**config.mk**
```make
export PLATFORM = sky130hd
export DESIGN_NAME = pinmux_rmii_top
export DESIGN_NICKNAME = d
export VERILOG_FILES = /design/src/rtl/pinmux_pkg.sv /design/src/rtl/pm_strap_latch.sv /design/src/rtl/pm_gpio_regs.sv /design/src/rtl/pm_pad_route.sv /design/src/rtl/pinmux_rmii_top.sv
export SDC_FILE = /design/constraint.sdc
export NUM_CORES = 1
export LEC_CHECK = 0
export BUFFER_PORTS_ARGS = -buffer_cell sky130_fd_sc_hd__buf_2
export CORE_MARGIN = 2
export CORE_UTILIZATION = 30
export CTS_BUF_LIST = sky130_fd_sc_hd__clkbuf_2 sky130_fd_sc_hd__clkbuf_4 sky130_fd_sc_hd__clkbuf_8
export DETAILED_ROUTE_END_ITERATION = 12
export PLACE_DENSITY = 0.72
export SETUP_SLACK_MARGIN = 0.05
export SLEW_MARGIN = 20
export SYNTH_ARGS = -nofsm -noshare
export SYNTH_HDL_FRONTEND = slang
export SYNTH_SLANG_ARGS = --single-unit
```
**constraint.sdc**
```tcl
create_clock -name clk -period 1.3 [get_ports clk]
set_input_delay 0.065 -clock clk [delete_from_list [all_inputs] [get_ports clk]]
set_output_delay 0.065 -clock clk [all_outputs]
set_load 0.02 [all_outputs]
```
**src/rtl/pinmux_pkg.sv**
```systemverilog
// Shared types and pad positions for the strap-selected pin multiplexer.
// Assumes the RMII bank occupies pads 1..7 of the multi-function bank.
package pinmux_pkg;
    typedef enum logic [1:0] {
        MODE_REV  = 2'b00,
        MODE_MAC  = 2'b01,
        MODE_GPIO = 2'b10
    } pin_mode_e;

    // Pad positions are fixed by board wiring, not free choices.
    localparam int PAD_GP0   = 0;
    localparam int PAD_DVIN  = 1;
    localparam int PAD_ENOUT = 2;
    localparam int PAD_D1OUT = 3;
    localparam int PAD_D0OUT = 4;
    localparam int PAD_REF   = 5;
    localparam int PAD_D1IN  = 6;
    localparam int PAD_D0IN  = 7;
    localparam int RMII_PADS = 8;

    // Map raw straps to a mode: GPIO strap dominates.
    function automatic pin_mode_e strap_decode(input logic sel_gpio, input logic mac_side);
        if (sel_gpio)      return MODE_GPIO;
        else if (mac_side) return MODE_MAC;
        else               return MODE_REV;
    endfunction
endpackage

```
**src/rtl/pm_strap_latch.sv**
```systemverilog
// Strap capture: samples the straps on each edge while rst_n is low,
// holds them afterwards, and raises live one edge after release.
// Assumes straps are stable around the releasing edge.
module pm_strap_latch
    import pinmux_pkg::*;
(
    input  logic      clk,
    input  logic      rst_n,
    input  logic      strap_sel_gpio,
    input  logic      strap_mac_side,
    output pin_mode_e mode_q,
    output logic      live_q
);
    // Capture straps during reset only.
    always_ff @(posedge clk) begin
        if (!rst_n) mode_q <= strap_decode(strap_sel_gpio, strap_mac_side);
    end

    // Pads stay released until the first edge with reset high.
    always_ff @(posedge clk) begin
        if (!rst_n) live_q <= 1'b0;
        else        live_q <= 1'b1;
    end

    AST_MODE_HOLD: assert property (@(posedge clk) disable iff (!rst_n)
        live_q |-> $stable(mode_q));
    AST_LIVE_CLEAR: assert property (@(posedge clk)
        !rst_n |=> !live_q);
endmodule

```
**src/rtl/pm_gpio_regs.sv**
```systemverilog
// GPIO direction and data registers with separate write strobes.
// Assumes synchronous active-low reset clears both registers.
module pm_gpio_regs #(
    parameter int W = 8
) (
    input  logic         clk,
    input  logic         rst_n,
    input  logic         we_dir,
    input  logic         we_dat,
    input  logic [W-1:0] wdata,
    output logic [W-1:0] dir_q,
    output logic [W-1:0] dat_q
);
    // Direction register.
    always_ff @(posedge clk) begin
        if (!rst_n)      dir_q <= '0;
        else if (we_dir) dir_q <= wdata;
    end

    // Data register.
    always_ff @(posedge clk) begin
        if (!rst_n)      dat_q <= '0;
        else if (we_dat) dat_q <= wdata;
    end

    AST_DIR_LOAD: assert property (@(posedge clk) disable iff (!rst_n)
        we_dir |=> dir_q == $past(wdata));
    AST_DAT_HOLD: assert property (@(posedge clk) disable iff (!rst_n)
        !we_dat |=> $stable(dat_q));
endmodule

```
**src/rtl/pm_pad_route.sv**
```systemverilog
// Pad routing: chooses per-pad drive and enable from the captured mode,
// routes pad inputs to the MAC port and forces idle levels when unused.
// Assumes W >= RMII_PADS; pads above the RMII bank are always GPIO.
module pm_pad_route
    import pinmux_pkg::*;
#(
    parameter int W = 8
) (
    input  logic         clk,
    input  logic         rst_n,
    input  pin_mode_e    mode,
    input  logic         live,
    input  logic [W-1:0] dir,
    input  logic [W-1:0] dat,
    input  logic         ref_clk_drive,
    input  logic         ref_clk_gen,
    input  logic         mac_tx_en,
    input  logic [1:0]   mac_txd,
    output logic         mac_crs_dv,
    output logic [1:0]   mac_rxd,
    output logic         mac_ref_clk,
    input  logic         mac_mdc_o,
    output logic         mac_mdc_i,
    input  logic         mac_mdio_o,
    input  logic         mac_mdio_oe,
    output logic         mac_mdio_i,
    input  logic         ind_mdc,
    input  logic         ind_mdio,
    input  logic [W-1:0] mfp_in,
    output logic [W-1:0] mfp_out,
    output logic [W-1:0] mfp_oe,
    input  logic         mdc_pad_in,
    output logic         mdc_pad_out,
    output logic         mdc_pad_oe,
    input  logic         mdio_pad_in,
    output logic         mdio_pad_out,
    output logic         mdio_pad_oe
);
    logic rmii_on;
    logic [RMII_PADS-1:0] r_out;
    logic [RMII_PADS-1:0] r_oe;
    logic [RMII_PADS-1:0] r_own;

    // Whether a link mode owns the RMII pads.
    assign rmii_on = (mode == MODE_MAC) || (mode == MODE_REV);

    // RMII-side drive, enable and ownership of each bank pad.
    always_comb begin
        r_out = '0;
        r_oe  = '0;
        r_own = '0;
        r_own[PAD_DVIN]  = 1'b1;
        r_own[PAD_ENOUT] = 1'b1;
        r_own[PAD_D1OUT] = 1'b1;
        r_own[PAD_D0OUT] = 1'b1;
        r_own[PAD_REF]   = 1'b1;
        r_own[PAD_D1IN]  = 1'b1;
        r_own[PAD_D0IN]  = 1'b1;
        r_out[PAD_ENOUT] = mac_tx_en;
        r_out[PAD_D1OUT] = mac_txd[1];
        r_out[PAD_D0OUT] = mac_txd[0];
        r_out[PAD_REF]   = ref_clk_gen;
        r_oe[PAD_ENOUT]  = 1'b1;
        r_oe[PAD_D1OUT]  = 1'b1;
        r_oe[PAD_D0OUT]  = 1'b1;
        r_oe[PAD_REF]    = ref_clk_drive;
    end

    // Per-pad selection between GPIO registers and RMII function.
    for (genvar i = 0; i < W; i++) begin : g_pad
        if (i < RMII_PADS) begin : g_bank
            assign mfp_out[i] = (rmii_on && r_own[i]) ? r_out[i] : dat[i];
            assign mfp_oe[i]  = live & ((rmii_on && r_own[i]) ? r_oe[i] : dir[i]);
        end else begin : g_extra
            assign mfp_out[i] = dat[i];
            assign mfp_oe[i]  = live & dir[i];
        end
    end

    // Inputs toward the MAC, idle outside link modes or before release.
    always_comb begin
        if (rmii_on && live) begin
            mac_crs_dv = mfp_in[PAD_DVIN];
            mac_rxd    = {mfp_in[PAD_D1IN], mfp_in[PAD_D0IN]};
            mac_mdio_i = mdio_pad_in;
        end else begin
            mac_crs_dv = 1'b0;
            mac_rxd    = 2'b00;
            mac_mdio_i = 1'b1;
        end
        mac_ref_clk = (rmii_on && !ref_clk_drive) ? mfp_in[PAD_REF] : ref_clk_gen;
        mac_mdc_i   = (mode == MODE_REV && live) ? mdc_pad_in : 1'b0;
    end

    // Management pads per mode.
    always_comb begin
        unique case (mode)
            MODE_MAC: begin
                mdc_pad_out = mac_mdc_o;   mdc_pad_oe  = live;
                mdio_pad_out = mac_mdio_o; mdio_pad_oe = live & mac_mdio_oe;
            end
            MODE_REV: begin
                mdc_pad_out = 1'b0;        mdc_pad_oe  = 1'b0;
                mdio_pad_out = mac_mdio_o; mdio_pad_oe = live & mac_mdio_oe;
            end
            default: begin
                mdc_pad_out = ind_mdc;     mdc_pad_oe  = live;
                mdio_pad_out = ind_mdio;   mdio_pad_oe = live;
            end
        endcase
    end

    AST_TRISTATE_RESET: assert property (@(posedge clk)
        !live |-> (mfp_oe == '0) && !mdc_pad_oe && !mdio_pad_oe);
    AST_REV_MDC_IN: assert property (@(posedge clk) disable iff (!rst_n)
        (mode == MODE_REV) |-> !mdc_pad_oe);
    AST_GPIO_IDLE: assert property (@(posedge clk) disable iff (!rst_n)
        (mode == MODE_GPIO) |-> !mac_crs_dv && (mac_rxd == 2'b00) && mac_mdio_i);
    AST_PIN0_GPIO: assert property (@(posedge clk) disable iff (!rst_n)
        live |-> (mfp_oe[PAD_GP0] == dir[PAD_GP0]));
endmodule

```
**src/rtl/pinmux_rmii_top.sv**
```systemverilog
// Top of the strap-selected pin multiplexer: strap capture, GPIO
// registers and pad routing. Assumes an eight-pad multi-function bank.
module pinmux_rmii_top
    import pinmux_pkg::*;
#(
    parameter int W = 8
) (
    input  logic         clk,
    input  logic         rst_n,
    input  logic         strap_sel_gpio,
    input  logic         strap_mac_side,
    input  logic         ref_clk_drive,
    input  logic         ref_clk_gen,
    input  logic         gpio_we_dir,
    input  logic         gpio_we_dat,
    input  logic [W-1:0] gpio_wdata,
    output logic [W-1:0] gpio_rdata,
    input  logic         mac_tx_en,
    input  logic [1:0]   mac_txd,
    output logic         mac_crs_dv,
    output logic [1:0]   mac_rxd,
    output logic         mac_ref_clk,
    input  logic         mac_mdc_o,
    output logic         mac_mdc_i,
    input  logic         mac_mdio_o,
    input  logic         mac_mdio_oe,
    output logic         mac_mdio_i,
    input  logic         ind_mdc,
    input  logic         ind_mdio,
    input  logic [W-1:0] mfp_in,
    output logic [W-1:0] mfp_out,
    output logic [W-1:0] mfp_oe,
    input  logic         mdc_pad_in,
    output logic         mdc_pad_out,
    output logic         mdc_pad_oe,
    input  logic         mdio_pad_in,
    output logic         mdio_pad_out,
    output logic         mdio_pad_oe,
    output logic [1:0]   mode_status
);
    pin_mode_e    mode;
    logic         live;
    logic [W-1:0] dir;
    logic [W-1:0] dat;

    pm_strap_latch u_strap (
        .clk(clk), .rst_n(rst_n),
        .strap_sel_gpio(strap_sel_gpio), .strap_mac_side(strap_mac_side),
        .mode_q(mode), .live_q(live)
    );

    pm_gpio_regs #(.W(W)) u_regs (
        .clk(clk), .rst_n(rst_n),
        .we_dir(gpio_we_dir), .we_dat(gpio_we_dat), .wdata(gpio_wdata),
        .dir_q(dir), .dat_q(dat)
    );

    pm_pad_route #(.W(W)) u_route (
        .clk(clk), .rst_n(rst_n), .mode(mode), .live(live),
        .dir(dir), .dat(dat),
        .ref_clk_drive(ref_clk_drive), .ref_clk_gen(ref_clk_gen),
        .mac_tx_en(mac_tx_en), .mac_txd(mac_txd),
        .mac_crs_dv(mac_crs_dv), .mac_rxd(mac_rxd), .mac_ref_clk(mac_ref_clk),
        .mac_mdc_o(mac_mdc_o), .mac_mdc_i(mac_mdc_i),
        .mac_mdio_o(mac_mdio_o), .mac_mdio_oe(mac_mdio_oe), .mac_mdio_i(mac_mdio_i),
        .ind_mdc(ind_mdc), .ind_mdio(ind_mdio),
        .mfp_in(mfp_in), .mfp_out(mfp_out), .mfp_oe(mfp_oe),
        .mdc_pad_in(mdc_pad_in), .mdc_pad_out(mdc_pad_out), .mdc_pad_oe(mdc_pad_oe),
        .mdio_pad_in(mdio_pad_in), .mdio_pad_out(mdio_pad_out), .mdio_pad_oe(mdio_pad_oe)
    );

    // Pad levels are readable in every mode.
    assign gpio_rdata  = mfp_in;
    assign mode_status = mode;

    AST_STATUS_ENC: assert property (@(posedge clk) disable iff (!rst_n)
        mode_status != 2'b11);
endmodule

```
After elaboration in Yosys (flattened, before gate mapping)
Cells that the tools add are included.

storage, ports and cells
  logic and storage cells = 46
  output and inout bits = 36
  bits in registers = 19
  input bits = 34

operators by class
  equal/unequal tests = 1
  bitwise gates (word level) = 9
  reduce and logical (&&, ||, !) cells = 7
  multiplexer cells = 25

operator list
  cell                                            number
  2-to-1 mux 1 bit                                23
  bitwise AND 1 bit                               9
  logical AND 1 bit                               3
  == test 2 x 1 -> 1 bit (second input constant)  1
  zero test 2 bit                                 1
  2-to-1 mux 2 bit                                1
  case mux 1 bit (2 select lines)                 1
  OR reduction 2 bit                              1
  zero test 1 bit                                 1
  logical OR 1 bit                                1

Longest topological paths before layout
Gate-level depths: netlist of the first run.

  depth after elaboration = 4
  depth in mapped cells = 3
  mapped depth without buffers = 2

By module
Synthesis of the first run repeated with hierarchy kept, for this count alone.

second synthesis, totals
  cells, all modules = 101
  area, all modules = 1033.5 µm²

by module, submodules not included
  module           cells each  times used  seq. area each (µm²)  area each (µm²)
  pm_gpio_regs     51          1           320.3                 608.1
  pm_pad_route     37          1           0.0                   267.8
  pm_strap_latch   5           1           80.1                  97.6
  pinmux_rmii_top  8           1           0.0                   60.1

Worst setup path after synthesis of the first run
Ideal clock, no wire load.

  path type = register to output
  start point = reg u_strap.mode_q[1]
  end point = out mfp_oe[2]
  required time = 1235 ps
  cell stages (with the launch flop) = 3
  arrival = 1227 ps
  buffers on the path = 1
  slack = 8 ps
  path through = edfxtp_1 > buf_2 > a21boi_0

on the way
  cells in the longest elaborated chain, start to end = 4
  elaborated cells on any way between the ends = 5
  those cells by class = eq/ne: 1; mux: 1; bitwise: 1; reduce/logical: 2

ends and longest elaborated chain
  what                                                              RTL line               text
  from (decl)                                                       pm_strap_latch.sv:11   output pin_mode_e mode_q,
  from (signal assigned)                                            pm_strap_latch.sv:16   if (!rst_n) mode_q <= strap_decode(strap_sel_gpio, strap_mac_side);
  == test 2 x 1 -> 1 bit / zero test 2 bit (equally long branches)  pm_pad_route.sv:45     assign rmii_on = (mode == MODE_MAC) || (mode == MODE_REV);
  logical OR 1 bit *                                                pm_pad_route.sv:45
  2-to-1 mux 1 bit *                                                pm_pad_route.sv:73     assign mfp_oe[i] = live & ((rmii_on && r_own[i]) ? r_oe[i] : dir[i]);
  bitwise AND 1 bit *                                               pm_pad_route.sv:73
  to (decl)                                                         pinmux_rmii_top.sv:32  output logic [W-1:0] mfp_oe,

Every way passes the cells marked *; elsewhere a longest branch is shown, timed or not.

Final worst setup path of the first run
  start point = reg u_strap.mode_q[1]
  end point = out mfp_out[2]

on the way
  cells in the longest elaborated chain, start to end = 3
  elaborated cells on any way between the ends = 4
  those cells by class = eq/ne: 1; mux: 1; reduce/logical: 2

ends and longest elaborated chain
  what                                                              RTL line               text
  == test 2 x 1 -> 1 bit / zero test 2 bit (equally long branches)  pm_pad_route.sv:45
  logical OR 1 bit *                                                pm_pad_route.sv:45
  2-to-1 mux 1 bit *                                                pm_pad_route.sv:72     assign mfp_out[i] = (rmii_on && r_own[i]) ? r_out[i] : dat[i];
  to (decl)                                                         pinmux_rmii_top.sv:31  output logic [W-1:0] mfp_out,

Marks and branches as above.

==> flow_metrics.env, run 1 <==
export IMPL_synth_cells=101
export IMPL_first_global_vias=750
export IMPL_overflow=0
export IMPL_period_share_pct=110.8
export IMPL_cts_buffer_depth=2
export IMPL_hold_path_cell_count=3
export IMPL_die_height_um=61.07
export IMPL_max_stage_delay_ns=0.46
export IMPL_synth_avg_cell_area_um2=9.675
export IMPL_postCtsSetupBuffers=0
export IMPL_clock_sinks=19
export IMPL_fin_ws_ns=-0.1408
export IMPL_timing_rr_end="u_regs.dir_q[3]"
export IMPL_pre_cts_slack_ns=0.1570
export IMPL_power_mw=1.324
export IMPL_p_leak_nw=0.7370
export IMPL_synth_nets=135
export IMPL_drc=0
export IMPL_path_clk_slew_ns=0.11
export IMPL_grt_first_pass_wirelength_mm=3.374
export IMPL_dieArea_um2=3730
export IMPL_wl_mm=2.358
export IMPL_hold_path_class="input pin to flip-flop"
export IMPL_instances_no_fill=202
export IMPL_r2r_start="u_regs.dir_q[3]"
export IMPL_crit_arrival_ns=1.38
export IMPL_synth_edff_count=2
export IMPL_firstDrtPassIters=3
export IMPL_num_vias=873
export IMPL_cts_root_buffer="clkbuf_4"
export IMPL_netlist_top_cells_area="dfxtp_1, mux2i_1, buf_4"
export IMPL_place_inst=195
export IMPL_avgRoutedWirePerCell_um=11.67
export IMPL_finalMaxSlewViolations=0
export IMPL_crit_path_top_delay_cell="edfxtp_1"
export IMPL_cts_tree="done"
export IMPL_period_minus_slack_ns=1.441
export IMPL_violations="setup timing"
export IMPL_yosysWarnings=0
export IMPL_antenna_cells=0
export IMPL_setup_viol_count_final=24
export IMPL_ioPinCount=70
export IMPL_max_freq_mhz=694.1
export IMPL_antenna_found_initial=0
export IMPL_critPathMaxFanout=5
export IMPL_yosysTopAreaCell="dfxtp_1"
export IMPL_grt_use_total_pct=12.47
export IMPL_synthFlopType="dfxtp_1"
export IMPL_portBuffers=61
export IMPL_critPathKind="flip-flop to output port"
export IMPL_grt_max_degree=12
export IMPL_dp_hpwl_mm=1.737
export IMPL_yosysSeqAreaShare_pct=40.97
export IMPL_crit_path_end_kind="output port"
export IMPL_fp_dieW_um=61.07
export IMPL_gp_congestion=0.6611
export IMPL_clock_skew_ns=0
export IMPL_hold_violations=0
export IMPL_crit_chain="buf_6 -> mux2_2 -> buf_6"
export IMPL_synth_async_sr_flop_share_pct=0
export IMPL_outcome="complete, but fails checks"
export IMPL_synthDistinctLibCells=22
export IMPL_cp_endpoint="mfp_out[2]"
export IMPL_ff2ff_path_depth=2
export IMPL_cts_buffers=3
export IMPL_crit_start="u_strap.mode_q[1]"
export IMPL_viasPerCell=4.322
export IMPL_ant_nets=0
export IMPL_tightestPinTransition_ns=0.2718
export IMPL_power_density_nw_per_um2=946.6
export IMPL_rsz0062_at_grt="yes"
export IMPL_drtIter0Drc=10
export IMPL_drv_cap=0
export IMPL_synth_top_cell_area_share_pct=34.83
export IMPL_critPathLaunchType="flip-flop"
export IMPL_crit_top_cell="buf_6"
export IMPL_rrSetupSlack_ns=0.70
export IMPL_core_um2=3078
export IMPL_synthTopCellsByCount="dfxtp_1, mux2i_1, nor2_1"
export IMPL_area_delta_synth_final_pct=43.15
export IMPL_synth_area_um2=977.2
export IMPL_htree_levels=1
export IMPL_utilization_pct=45.45
export IMPL_ys_seq_elements=19
export IMPL_drive_gt1_share_pct=51.90
export IMPL_slew_headroom_pct=81.76
export IMPL_rows=20
export IMPL_clkLatencyLatePin_ns=0.29
export IMPL_ir_worst_vdd_mv=0.4395
export IMPL_layout_nets=193
export IMPL_start_util_pct=31.75
export IMPL_required_ns=1.24
## worst min path at each step
stage / start / slack [ns] / endpoint
final: gpio_wdata[6] / 0.02 / u_regs.dat_q[6]
after floorplan: rst_n / 0.09 / u_strap.live_q
after CTS: gpio_wdata[2] / 0.01 / u_regs.dat_q[2]
after detailed placement: mfp_in[2] / 0.13 / gpio_rdata[2]
after global routing: gpio_wdata[4] / 0.005 / u_regs.dir_q[4]
after global placement: mfp_in[2] / 0.13 / gpio_rdata[2]
## layer usage
| metal | track usage (%) | share of wire (%) | up-vias |
|---|---|---|---|
| met5 | 0 | 0 | - |
| met4 | 3.106 | 0 | 0 |
| met3 | 2.311 | 8.0 | 0 |
| met2 | 22.04 | 48 | 43 |
| met1 | 15.65 | 44 | 393 |
| li1 | - | - | 437 |
## layout make-up
| class | count | area [µm²] |
|---|---|---|
| fill | 322 | 1679 |
| sequential | 19 | 401.6 |
| multi-input combinational | 63 | 464.2 |
| timing repair buffer | 68 | 435.4 |
| clock inverter | 1 | 5.005 |
| tap | 44 | 55.05 |
| clock buffer | 3 | 22.52 |
| inverter | 4 | 15.01 |
## placed cells by master (no fill, tap or decap), types with 2 or more instances in the layout
| cell | count |
|---|---|
| a21boi_0 | 2 |
| and2_1 | 4 |
| and2_4 | 3 |
| and3_1 | 3 |
| buf_2 | 50 |
| buf_4 | 4 |
| buf_6 | 12 |
| clkbuf_4 | 3 |
| dfxtp_1 | 16 |
| dlygate4sd3_1 | 2 |
| edfxtp_1 | 2 |
| inv_1 | 3 |
| mux2_2 | 5 |
| mux2i_1 | 17 |
| nand2_1 | 2 |
| nor2_1 | 16 |
| nor2b_1 | 2 |
| o21a_1 | 2 |
## power by group
part           internal [mW]  switching (mW)  leakage (nW)
clock                  0.114           0.178        0.0177
combinational          0.188           0.195         0.559
sequential             0.629          0.0209         0.160
## registers in the layout (all words and copies together) (netlist names)
signal          flops
u_regs.dat_q        8
u_regs.dir_q        8
u_strap.mode_q      2
u_strap.live_q      1
## cell families after synthesis
family	share of synthesized area (%)
mux	24.71
simple gates	17.54
buf+inv	12.42
flops	40.97
compound gates	4.352
## per-stage QoR
step	area [µm²]	hold slack, ns	setup TNS [ns]
3_3_place_gp	1261	0.1301	0
2_1_floorplan	977.2	0.09272	0
6_report	1399	0.02034	-2.040
5_1_grt	1399	0.005018	-4.538
4_1_cts	1389	0.01133	-2.668
3_5_place_dp	1261	0.1301	0
## critical path: cells and delay by family, from the launching register on
kind / cells / cell delay, ns
DFF: 1 / 0.46
muxes: 1 / 0.34
buffers and inverters: 2 / 0.28
## repair_timing
action | 4_1_cts | 5_1_grt
hold buffers | 2 | 0
pin swaps | 4 | 1
resized for setup | 25 | 5
endpoints found under the hold margin | 2 | 0
endpoints found under the setup margin | 24 | 26
cloned | 1 | 0
Power figures use the tool's default switching activity.
==> run 2: changes to the inputs <==
clock period = 1.5 ns   (was 1.3 ns; I/O delays follow)
==> run 2 against run 1 <==
  * The run still ends with setup timing left
  * Clock skew stayed put
  * Count of clock-buffer cells in the layout is 1 higher
  * Combinational power down 14%
  * Largest cell class unchanged
  * Highest routed layer unchanged
  * Largest power group unchanged
==> flow_metrics.env, run 2 (synthesized netlist as in run 1, its figures left out) <==
export IMPL_outcome="complete, but fails checks"
export IMPL_violations="setup timing"
export IMPL_grt_use_total_pct=12.69
export IMPL_multiInputGateArea_um2=467.9
export IMPL_avgRoutedWirePerCell_um=11.92
export IMPL_ir_worst_vdd_mv=0.3453
export IMPL_reg_largest_list="u_regs.dat_q (8), u_regs.dir_q (8), u_strap.mode_q (2)"
export IMPL_setup_viol_count_final=1
export IMPL_clkLatencyLatePin_ns=0.29
export IMPL_detailed_place_area_um2=1261
export IMPL_fin_ws_ns=-0.002777
export IMPL_cts_root_buffer="clkbuf_4"
export IMPL_setup_tns_ns=-0.002777
export IMPL_firstDrtPassIters=2
export IMPL_clock_skew_ns=0
export IMPL_viasPerCell=4.305
export IMPL_slew_headroom_pct=82.43
export IMPL_pre_cts_slack_ns=0.2705
export IMPL_path_clk_slew_ns=0.11
export IMPL_hold_path_class="input pin to flip-flop"
export IMPL_portBuffers=61
export IMPL_layout_nets=194
export IMPL_fp_dieW_um=61.07
export IMPL_hold_path_cell_count=3
export IMPL_cts_tree="done"
export IMPL_ff_latch_area_um2=401.6
export IMPL_hold_violations=0
export IMPL_critPathLaunchType="flip-flop"
export IMPL_area_delta_synth_final_pct=43.28
export IMPL_grt_max_degree=12
export IMPL_required_ns=1.42
export IMPL_dp_hpwl_mm=1.759
export IMPL_rsz0062_at_grt="yes"
export IMPL_p_leak_nw=0.7377
export IMPL_start_util_pct=31.75
export IMPL_rows=20
export IMPL_clock_sinks=19
export IMPL_ff2ff_path_depth=2
export IMPL_grt_first_pass_wirelength_mm=3.470
export IMPL_cts_buffer_depth=2
export IMPL_core_um2=3078
export IMPL_overflow=0
export IMPL_final_area_um2=1400
export IMPL_ant_nets=0
export IMPL_period_share_pct=100.2
export IMPL_gp_congestion=0.7447
export IMPL_drive_gt1_share_pct=51.57
export IMPL_antenna_found_initial=0
export IMPL_max_freq_mhz=665.4
export IMPL_ioPinCount=70
export IMPL_final_common_cell="buf_2"
export IMPL_wl_mm=2.420
export IMPL_drv_cap=0
export IMPL_drtIter0Drc=13
export IMPL_first_global_vias=834
export IMPL_final_cell_mix="buf_2, mux2i_1, nor2_1, dfxtp_1, buf_6"
export IMPL_crit_path_end_kind="output port"
export IMPL_antenna_cells=0
export IMPL_die_height_um=61.07
export IMPL_critPathKind="flip-flop to output port"
export IMPL_finalMaxSlewViolations=0
export IMPL_crit_arrival_ns=1.43
export IMPL_drc=0
export IMPL_critPathMaxFanout=5
export IMPL_htree_levels=1
export IMPL_dieArea_um2=3730
export IMPL_cts_buffers=3
export IMPL_period_minus_slack_ns=1.503
export IMPL_power_density_nw_per_um2=830.0
export IMPL_fill_cells=318
export IMPL_num_vias=874
export IMPL_tightestPinTransition_ns=0.2619
## run 2: final timing paths
| path | from | endpoint | slack, ns |
|---|---|---|---|
| max | u_strap.mode_q[1] | mac_mdc_i | -0.003 |
| min reg2reg | u_regs.dat_q[7] | u_regs.dat_q[7] | 0.50 |
| min | gpio_wdata[0] | u_regs.dat_q[0] | 0.03 |
| max reg2reg | u_regs.dir_q[4] | u_regs.dir_q[4] | 0.89 |
## run 2: power by group
part | total (mW) | switching, mW | internal, mW
Clock | 0.270 | 0.149 | 0.121
Combinational | 0.329 | 0.171 | 0.157
Sequential | 0.563 | 0.0182 | 0.545
## run 2: critical path, stage by stage, from the launching register on
cell,delay [ns]
edfxtp_1,0.46
buf_6,0.15
and2b_2,0.24
and3b_1,0.18
buf_6,0.12
## run 2: what timing repair did
| item | 4_1_cts | 5_1_grt |
|---|---|---|
| cloned | 0 | 0 |
| endpoints found under the hold margin | 2 | 0 |
| resized for setup | 13 | 14 |
| setup endpoints to repair | 10 | 24 |
| setup buffers | 2 | 0 |
| hold buffers | 2 | 0 |
| pin swaps | 2 | 1 |
## run 2: final cells by class
class | instances | area share, %
flip-flops and latches | 19 | 28.69
multi-input cells | 63 | 33.42
inverters | 4 | 1.072
well taps | 44 | 3.932
repair buffers | 69 | 30.74
clock buffers | 4 | 2.145
## run 2: routing by layer
metal	share of wire [%]	wire length (µm)	GRT usage (%)
met1	43	1045	14.97
met2	48	1169	22.95
met3	8.5	205	2.521
met4	0	0	4.037
met5	0	0	0
## run 2: per-stage QoR
step | total power, mW | hold slack [ns] | util (%) | cells
detailed placement | 0.8671 | 0.1501 | 40.98 | 195
finish | 1.162 | 0.03219 | 45.49 | 203
CTS | 1.165 | 0.02181 | 44.43 | 203
global route | 1.234 | 0.03512 | 45.49 | 203
floorplan | 0.7805 | 0.1027 | - | 101
global placement | 0.8634 | 0.1501 | 40.98 | 195
==> run 3: changes to the inputs <==
PLACE_DENSITY = not set   (was 0.72)
==> run 3 against run 2 <==
  * The run still ends with setup timing left
  * Hold slack lost 0.0099 ns
  * Non-clock buffer count grew 2
  * Combinational power grew 14%
  * Core utilization grew 4.2 points
  * Critical path type unchanged
  * Via count grew 2.1%
  * Highest routed layer is now met4
  * Power grew 2.9%
  * First-iteration DRC count shrank 69%
==> flow_metrics.env, run 3 (synthesized netlist as in run 1, its figures left out) <==
export IMPL_tightestPinTransition_ns=0.2627
export IMPL_rows=20
export IMPL_antenna_cells=0
export IMPL_ioPinCount=70
export IMPL_path_clk_slew_ns=0.10
export IMPL_crit_start="u_strap.mode_q[1]"
export IMPL_ant_nets=0
export IMPL_required_ns=1.42
export IMPL_critPathLaunchType="flip-flop"
export IMPL_instances_no_fill=205
export IMPL_firstDrtPassIters=2
export IMPL_hold_ws_ns=0.02228
export IMPL_antenna_found_initial=0
export IMPL_reg_largest_list="u_regs.dat_q (8), u_regs.dir_q (8), u_strap.mode_q (2)"
export IMPL_crit_arrival_ns=1.43
export IMPL_hold_violations=0
export IMPL_p_int_mw=0.8409
export IMPL_cts_buffers=3
export IMPL_power_density_nw_per_um2=781.8
export IMPL_die_height_um=61.07
export IMPL_avgRoutedWirePerCell_um=11.21
export IMPL_layout_nets=196
export IMPL_viasPerCell=4.351
export IMPL_dp_hpwl_mm=1.711
export IMPL_grt_first_pass_wirelength_mm=3.318
export IMPL_cts_tree="done"
export IMPL_start_util_pct=31.75
export IMPL_p_comb_share_pct=31.3
export IMPL_multiInputGateArea_um2=490.5
export IMPL_clock_sinks=19
export IMPL_power_switching_mw=0.3544
export IMPL_cts_buffer_depth=2
export IMPL_cts_root_buffer="clkbuf_4"
export IMPL_drv_cap=0
export IMPL_crit_path_end_kind="output port"
export IMPL_finalMaxSlewViolations=0
export IMPL_grt_max_degree=12
export IMPL_clock_skew_ns=0
export IMPL_cp_endpoint="mfp_out[3]"
export IMPL_period_share_pct=100.5
export IMPL_period_minus_slack_ns=1.508
export IMPL_htree_levels=1
export IMPL_slew_headroom_pct=82.38
export IMPL_drtIter0Drc=4
export IMPL_critPathKind="flip-flop to output port"
export IMPL_rsz0062_at_grt="yes"
export IMPL_fill_cells=297
export IMPL_ff2ff_path_depth=2
export IMPL_switching_share_pct=29.65
export IMPL_hold_path_class="input pin to flip-flop"
export IMPL_dieArea_um2=3730
export IMPL_wl_mm=2.299
export IMPL_rrSetupSlack_ns=0.90
export IMPL_max_freq_mhz=663.3
export IMPL_setup_viol_count_final=7
export IMPL_num_vias=892
export IMPL_portBuffers=61
export IMPL_grt_use_total_pct=12.04
export IMPL_p_clk_share_pct=21.7
export IMPL_hold_path_cell_count=3
export IMPL_ff_latch_area_um2=401.6
export IMPL_drc=0
export IMPL_first_global_vias=812
export IMPL_area_delta_synth_final_pct=56.47
export IMPL_fp_dieW_um=61.07
export IMPL_final_cell_mix="buf_2, buf_6, mux2i_1, nor2_1, dfxtp_1"
export IMPL_clkLatencyLatePin_ns=0.30
export IMPL_final_common_cell="buf_2"
export IMPL_violations="setup timing"
export IMPL_ir_worst_vdd_mv=0.5971
export IMPL_drive_gt1_share_pct=54.04
export IMPL_fin_ws_ns=-0.007654
export IMPL_p_leak_nw=0.7637
export IMPL_place_inst=195
export IMPL_gp_congestion=0.6722
export IMPL_critPathMaxFanout=5
export IMPL_r2r_start="u_regs.dat_q[1]"
export IMPL_core_um2=3078
export IMPL_seq_power_share_pct=47.0
export IMPL_overflow=0
export IMPL_outcome="complete, but fails checks"
export IMPL_timing_rr_end="u_regs.dat_q[1]"
==> run 3: changes by cell type in the layout (fill, tap and decap cells not counted), moves of 3 or more <==
cell    delta
and3_1     -3
and3_4     +3
buf_2     -12
buf_6      +9
==> run 3: area by class of cell <==
cell class / count / share of cell area (%)
clock buffers: 3 / 1.473
clock inverters: 1 / 0.3273
inverters: 4 / 0.9820
multi-input cells: 63 / 32.08
flip-flops and latches: 19 / 26.27
well taps: 44 / 3.601
repair buffers: 71 / 35.27
==> run 3: metrics by stage <==
step,TNS [ns],power (mW),area (µm²),utilization (%),setup slack [ns]
global route,-0.7002,1.265,1529,49.67,-0.08082
finish,-0.03246,1.195,1529,49.67,-0.007654
global placement,0,0.8683,1274,41.38,0.2856
CTS,-0.1764,1.204,1489,48.37,-0.02525
floorplan,0,0.7805,977.2,-,0.1980
detailed placement,0,0.8698,1274,41.38,0.2702
==> run 3: how the worst min path moves through the flow <==
stage                             start              end
after global placement        mfp_in[2]    gpio_rdata[2]
after detailed placement      mfp_in[2]    gpio_rdata[2]
final                     gpio_wdata[3]  u_regs.dat_q[3]
after global routing      gpio_wdata[6]  u_regs.dir_q[6]
after floorplan                   rst_n   u_strap.live_q
after CTS                 gpio_wdata[4]  u_regs.dat_q[4]
==> run 3: worst max-delay path: stages (launching register included) <==
cell and delay [ns]:
edfxtp_1 0.44, buf_12 0.16, buf_12 0.12, mux2_2 0.27
buf_6 0.13
==> run 3: timing repair <==
item,4_1_cts,5_1_grt
setup buffers,3,1
hold endpoints to repair,2,2
resized for setup,43,10
pin swaps,3,2
setup endpoints to repair,11,24
hold buffers,2,2
==> run 3: power groups by stage <==
stage,sequential (mW),clock [mW],combinational [mW]
2_1_floorplan,0.574,0,0.207
3_3_place_gp,0.572,0,0.296
3_5_place_dp,0.574,0,0.296
4_1_cts,0.562,0.277,0.365
5_1_grt,0.567,0.296,0.403
6_report,0.562,0.259,0.374
==> run 3: metal layers <==
metal / vias up / global-route usage [%] / part of all wire, %
li1: 443 / - / -
met1: 397 / 12.78 / 41
met2: 48 / 21.73 / 47
met3: 4 / 4.832 / 10
met4: 0 / 3.727 / 1.1
met5: - / 0 / 0
